File: config.mk
export PLATFORM = sky130hd
export DESIGN_NAME = prio_irq_ctrl
export DESIGN_NICKNAME = d
export VERILOG_FILES = /design/src/rtl/prio_irq_ctrl.sv
export SDC_FILE = /design/constraint.sdc
export NUM_CORES = 2
export LEC_CHECK = 0
export BUFFER_PORTS_ARGS = -buffer_cell sky130_fd_sc_hd__buf_2
export CORE_ASPECT_RATIO = 1.75
export CORE_UTILIZATION = 43
export CTS_CLUSTER_SIZE = 16
export DETAILED_ROUTE_END_ITERATION = 7
export GPL_TIMING_DRIVEN = 1
export PLACE_DENSITY = 0.66
export REMOVE_ABC_BUFFERS = 1
export SLEW_MARGIN = 20
export SYNTH_ARGS = -nofsm -noshare
export SYNTH_HDL_FRONTEND = slang
export SYNTH_SLANG_ARGS = --single-unit
File: constraint.sdc
create_clock -name clk -period 85 [get_ports clk]
set_input_delay 12.75 -clock clk [delete_from_list [all_inputs] [get_ports clk]]
set_output_delay 12.75 -clock clk [all_outputs]
set_load 0.005 [all_outputs]
File: src/rtl/prio_irq_ctrl.sv
module prio_irq_ctrl #(
  parameter int NUM_IN = 64,
  parameter int NUM_CH = 8,
  parameter int ADDR_W = 13
) (
  input  logic              clk,
  input  logic              rst_n,
  input  logic [NUM_IN-1:0] irq_in,
  input  logic              bus_we,
  input  logic [ADDR_W-1:0] bus_addr,
  input  logic [31:0]       bus_wdata,
  output logic [31:0]       bus_rdata,
  output logic              host_irq
);
  localparam int CH_W   = (NUM_CH > 1) ? $clog2(NUM_CH) : 1;
  localparam int NWD    = (NUM_IN + 31) / 32;
  localparam int NMW    = (NUM_IN + 3) / 4;
  localparam int IDX_W  = 10;
  localparam logic [CH_W-1:0] CH_RST = CH_W'(NUM_CH - 1);
  localparam int A_CTL  = 'h004 >> 2, A_HCTL = 'h00C >> 2, A_GLB = 'h010 >> 2;
  localparam int A_SCLR = 'h024 >> 2, A_ESET = 'h028 >> 2, A_ECLR = 'h02C >> 2;
  localparam int A_HSET = 'h034 >> 2, A_HCLR = 'h038 >> 2, A_PRIO = 'h080 >> 2;
  localparam int B_SBM  = 'h280 >> 2, B_EBM  = 'h380 >> 2, B_MAP  = 'h400 >> 2;
  localparam int B_POL  = 'hD00 >> 2, B_TYP  = 'hD80 >> 2, A_HEN  = 'h1500 >> 2;

  logic [NUM_IN-1:0] sync1, sync2, prev;
  logic [NUM_IN-1:0] pol_q, typ_q, stat_q, en_q;
  logic [CH_W-1:0]   ch_q [NUM_IN];
  logic              glb_q;
  logic [1:0]        hen_q;
  logic [31:0]       ctl_q, hctl_q;

  logic [NUM_IN-1:0] det, pend, stat_clr, en_set, en_clr, win_oh;
  logic [NUM_IN-1:0] pol_wr, typ_wr, map_wr;
  logic [CH_W-1:0]   map_wd [NUM_IN];
  logic              found;
  logic [IDX_W-1:0]  win_idx;
  int                wa, widx;

  assign wa   = int'(bus_addr[ADDR_W-1:2]);
  assign widx = int'(bus_wdata[IDX_W-1:0]);
  assign det  = (typ_q & ((pol_q & sync2 & ~prev) | (~pol_q & ~sync2 & prev)))
              | (~typ_q & ~(sync2 ^ pol_q));
  assign pend = stat_q & en_q;
  assign host_irq = glb_q & hen_q[1] & (|pend);

  always_comb begin
    for (int i = 0; i < NUM_IN; i++) begin
      stat_clr[i] = bus_we && ((wa == A_SCLR && widx == i) ||
                    (wa == B_SBM + i / 32 && bus_wdata[i % 32]));
      en_set[i]   = bus_we && wa == A_ESET && widx == i;
      en_clr[i]   = bus_we && ((wa == A_ECLR && widx == i) ||
                    (wa == B_EBM + i / 32 && bus_wdata[i % 32]));
      pol_wr[i]   = bus_we && wa == B_POL + i / 32;
      typ_wr[i]   = bus_we && wa == B_TYP + i / 32;
      map_wr[i]   = bus_we && wa == B_MAP + i / 4;
      map_wd[i]   = bus_wdata[8 * (i % 4) +: CH_W];
    end
  end

  always_comb begin
    int best;
    best    = NUM_CH;
    found   = 1'b0;
    win_idx = '0;
    win_oh  = '0;
    for (int i = 0; i < NUM_IN; i++) begin
      if (pend[i] && int'(ch_q[i]) < best) begin
        best    = int'(ch_q[i]);
        found   = 1'b1;
        win_idx = IDX_W'(i);
        win_oh  = '0;
        win_oh[i] = 1'b1;
      end
    end
  end

  always_ff @(posedge clk or negedge rst_n) begin
    if (!rst_n) begin
      sync1  <= '0;
      sync2  <= '0;
      prev   <= '0;
      pol_q  <= '1;
      typ_q  <= '0;
      stat_q <= '0;
      en_q   <= '0;
      glb_q  <= 1'b0;
      hen_q  <= '0;
      ctl_q  <= '0;
      hctl_q <= '0;
      for (int i = 0; i < NUM_IN; i++) ch_q[i] <= CH_RST;
    end else begin
      sync1  <= irq_in;
      sync2  <= sync1;
      prev   <= sync2;
      stat_q <= (stat_q & ~stat_clr) | det;
      en_q   <= (en_q & ~en_clr) | en_set;
      for (int i = 0; i < NUM_IN; i++) begin
        if (pol_wr[i]) pol_q[i] <= bus_wdata[i % 32];
        if (typ_wr[i]) typ_q[i] <= bus_wdata[i % 32];
        if (map_wr[i]) ch_q[i]  <= map_wd[i];
      end
      if (bus_we) begin
        if (wa == A_GLB)  glb_q  <= bus_wdata[0];
        if (wa == A_CTL)  ctl_q  <= bus_wdata;
        if (wa == A_HCTL) hctl_q <= bus_wdata;
        if (wa == A_HSET && widx < 2) hen_q[widx[0]] <= 1'b1;
        if (wa == A_HCLR && widx < 2) hen_q[widx[0]] <= 1'b0;
      end
    end
  end

  always_comb begin
    bus_rdata = '0;
    if (wa == A_CTL)       bus_rdata = ctl_q;
    else if (wa == A_HCTL) bus_rdata = hctl_q;
    else if (wa == A_GLB)  bus_rdata = {31'd0, glb_q};
    else if (wa == A_HEN)  bus_rdata = {30'd0, hen_q};
    else if (wa == A_PRIO) bus_rdata = {~found, 21'd0, win_idx};
    else begin
      for (int i = 0; i < NUM_IN; i++) begin
        if (wa == B_SBM + i / 32) bus_rdata[i % 32] = stat_q[i];
        if (wa == B_EBM + i / 32) bus_rdata[i % 32] = en_q[i];
        if (wa == B_POL + i / 32) bus_rdata[i % 32] = pol_q[i];
        if (wa == B_TYP + i / 32) bus_rdata[i % 32] = typ_q[i];
        if (wa == B_MAP + i / 4)  bus_rdata[8 * (i % 4) +: CH_W] = ch_q[i];
      end
    end
  end

  AST_EN_SET_TAKES: assert property (@(posedge clk) disable iff (!rst_n)
    (|en_set) |=> ((en_q & $past(en_set)) == $past(en_set)));
  AST_EN_CLR_TAKES: assert property (@(posedge clk) disable iff (!rst_n)
    (|en_clr) |=> ((en_q & $past(en_clr)) == '0));
  AST_STAT_CLR_TAKES: assert property (@(posedge clk) disable iff (!rst_n)
    (|(stat_clr & ~det)) |=> ((stat_q & $past(stat_clr & ~det)) == '0));
  AST_EVENT_WINS: assert property (@(posedge clk) disable iff (!rst_n)
    (|det) |=> ((stat_q & $past(det)) == $past(det)));
  AST_WINNER_PENDING: assert property (@(posedge clk) disable iff (!rst_n)
    found |-> ($countones(win_oh & pend) == 1));
  AST_GLB_GATES_LINE: assert property (@(posedge clk) disable iff (!rst_n)
    !glb_q |-> !host_irq);
endmodule

==> out/results.ini <==
[run_status]
outcome = complete, no violations

[logic_synthesis]
ys_ff_latch = 707
synth_top_area_share = 0.244
ys_seq_area_frac = 0.390
synth_area_leader_cell = dfrtp_1
synthCells = 4947
avgSynthCellArea_um2 = 9.35
synthFlopType = dfrtp_1
synth_area_leaders = dfrtp_1, dfstp_2, mux2_2
ys_warn_count = 0
yosysUniqueCellTypes = 176
async_reset_ff_frac = 1.00
synth-edff-count = 0
syn_area_um2 = 46200

[global_routing]
overflow = 0
grt_max_degree = 142
antenna_found_initial = 14
grt_pass1_vias = 41286
track_usage = 0.325
grt_pass1_wl_um = 264000

[detailed_routing]
route.met2.wl_um = 86500
vias = 41730
vias_per_cell = 6.52
drtIter0Drc = 3749
drc_errors = 0
met1_length_um = 60500
highest_layer = met5
wl_met3_um = 12800
firstDrtPassIters = 8
antenna_left = 0
wl_per_cell_um = 28.1
wl_um = 180000

[sta]
rsz0062_at_grt = no
drv_slew = 0
fin_crit_sh = 0.583
tns_ns = 0
max_freq_mhz = 20.2
fin_crit_ns = 49.58
finClkSkew_ns = 0.0305
hold_viol_final = 0
setup_viol = 0
worst_pin_slew_ns = 1.19
relSlewSlack = 0.204

[cells_and_area]
fill_cells = 10100
instances_no_fill = 6400
fin_nets = 5221
drive_gt1_frac = 0.272
syn_to_final_growth_pct = 9.29

[worst_hold_path]
hold_class = reg2reg
hold-path-endpoint = sync2[53]$_DFF_PN0_
hold_path.startpoint = sync1[53]$_DFF_PN0_
whs_path_depth = 0

[critical_path]
worstPathRequired_ns = 72.25
start_kind = flop
max_stage_delay_ns = 0.58
reg2reg_depth = 4
cp_max_fo = 11
r2r_setup_slack_ns = 83.48
r2r-end = stat_q[8]$_DFF_PN0_
worstPathArrival_ns = 36.83
crit_path_top_delay_cell = or4_4
r2r-start = sync2[8]$_DFF_PN0_
setup.worst_path.end_class = output port
critPathKind = reg2out

[power]
leakagePower_uw = 0.0210
p_int_uw = 547
p_sw_frac = 0.253
peakVddDrop_v = 0.0000178
power.share.clock = 0.475
p_seq_frac = 0.478
power.density_nw_per_um2 = 14.5
p_total_uw = 732
combPwrFrac = 0.047
p_switching_uw = 185

[placement]
place_congestion = 0.973
dp_hpwl_um = 130000
port_buffers = 142
place_inst = 6261

[cts]
cts.repair.resized = 0
cts-root-buf = clkbuf_16
clk_pin_slew_ns = 0.07
cts_tree = yes
cts.path.max_buffers = 3
cts_max_level = 3
cts_buffers = 72
cts-hold-fix-buffers = 0
postCtsSetupBuffers = 0
insertion_delay_ns = 0.72
cts_num_sinks = 707

[die]
die_x_um = 250
core_area_um2 = 106000
io_pins = 145
initial_utilization = 0.435
die_y_um = 436
die-area_um2 = 109000
row_count = 158

[flow_run]
maxCapViolCount = 0

[power groups by stage]
| stage | clock network, uW | logic [uW] | registers [uW] |
|---|---|---|---|
| 2_1_floorplan | 0 | 10.7 | 353 |
| 3_3_place_gp | 0 | 33.3 | 355 |
| 3_5_place_dp | 0 | 34.0 | 355 |
| 4_1_cts | 352 | 34.2 | 350 |
| 5_1_grt | 363 | 36.9 | 350 |
| 6_report | 347 | 34.4 | 350 |
[worst max path at each step]
stage,startpoint,to,slack [ns],cells past startpoint
after floorplan,stat_q[0]$_DFF_PN0_,bus_rdata[5],41.66,126
after global placement,stat_q[0]$_DFF_PN0_,bus_rdata[5],36.76,129
after detailed placement,en_q[0]$_DFF_PN0_,bus_rdata[3],36.63,126
after CTS,en_q[0]$_DFF_PN0_,bus_rdata[5],35.71,129
after global routing,en_q[0]$_DFF_PN0_,bus_rdata[5],32.96,129
final,stat_q[0]$_DFF_PN0_,bus_rdata[3],35.42,129
[logic make-up (layout without fill, tap and decap cells)]
| group | count (synthesis) | in the layout | synth area share |
|---|---|---|---|
| compound gates | 1487 | 1487 | 0.237 |
| fa+ha+maj | 154 | 154 | 0.0407 |
| buf+inv | 472 | 560 | 0.0450 |
| flops | 707 | 707 | 0.390 |
| mux | 523 | 523 | 0.127 |
| other cells | 0 | 5 | 0 |
| simple gates | 1604 | 1604 | 0.161 |
[flip-flops by register name (all words and copies together) (netlist names), 32 cells and up, named ones only]
| name | cells |
|---|---|
| ch_q | 192 |
| ctl_q | 32 |
| en_q | 64 |
| hctl_q | 32 |
| pol_q | 64 |
| prev | 64 |
| stat_q | 64 |
| sync1 | 64 |
| sync2 | 64 |
| typ_q | 64 |
[final cells by class]
class	count	area, um^2	share of cell area
multi-input combinational	3768	26200	0.519
antenna	5	12.5	0.000248
inverter	221	830	0.0164
sequential	707	18000	0.356
tap	1360	1700	0.0337
clock inverter	31	493	0.00975
timing repair buffer	205	1210	0.0240
clock buffer	103	2050	0.0405
[cell usage after synthesis (46+ instances only)]
cell and instances:
nand2_1 666, mux2_2 469, dfrtp_1 451, nor2_1 415, o21ai_0 377, dfstp_2 256
a21oi_1 231, inv_1 221, clkbuf_1 160, ha_1 134, nand3_1 123, a221o_1 71
nor3_1 66, a221oi_1 55, a31oi_1 55, a211oi_1 53, buf_1 46
[stage by stage]
stage	setup slack (ns)	util	hold slack (ns)	area, um^2
6_report	35.42	0.475	0.329	50500
5_1_grt	32.96	0.475	0.334	50500
4_1_cts	35.71	0.475	0.332	50500
3_5_place_dp	36.63	0.451	0.335	48000
3_3_place_gp	36.76	0.451	0.331	48000
2_1_floorplan	41.66	-	0.331	45000
[placed cells by master, fill, tap and decap left out, types with 21 or more instances in the layout]
| cell | n |
|---|---|
| nor3_1 | 65 |
| a211oi_1 | 53 |
| a21o_2 | 24 |
| or2_2 | 29 |
| a22oi_1 | 34 |
| o22ai_1 | 32 |
| clkbuf_16 | 72 |
| a222oi_1 | 33 |
| a21o_1 | 31 |
| o21ai_0 | 377 |
| a31oi_1 | 55 |
| and3_1 | 21 |
| o31ai_1 | 32 |
| buf_4 | 63 |
| dfrtp_1 | 451 |
| inv_1 | 219 |
| or3_1 | 22 |
| buf_2 | 139 |
| mux2_2 | 469 |
| nand3_1 | 122 |
| a32oi_1 | 31 |
| mux2i_1 | 44 |
| nand4_1 | 35 |
| ha_1 | 134 |
| and2_1 | 28 |
| o211ai_1 | 32 |
| nor2_1 | 401 |
| nand2_1 | 661 |
| a221oi_1 | 55 |
| a221o_1 | 71 |
| a21oi_1 | 231 |
| dfstp_2 | 256 |
[worst max-delay path: cells and delay by family, from the launching register on]
| kind | cells | cell delay, ns |
|---|---|---|
| compound gates | 74 | 20.81 |
| fa+ha+maj | 5 | 1.45 |
| buf+inv | 3 | 0.44 |
| flops | 1 | 0.49 |
| mux | 9 | 3.47 |
| simple gates | 38 | 9.43 |
[per-layer routing]
layer  GRT usage  up-vias
li1            -    18356
met1       0.340    20597
met2       0.549     2043
met3      0.0548      730
met4       0.314        4
met5           0        -
Note: power is estimated with default switching activity, not from simulation.
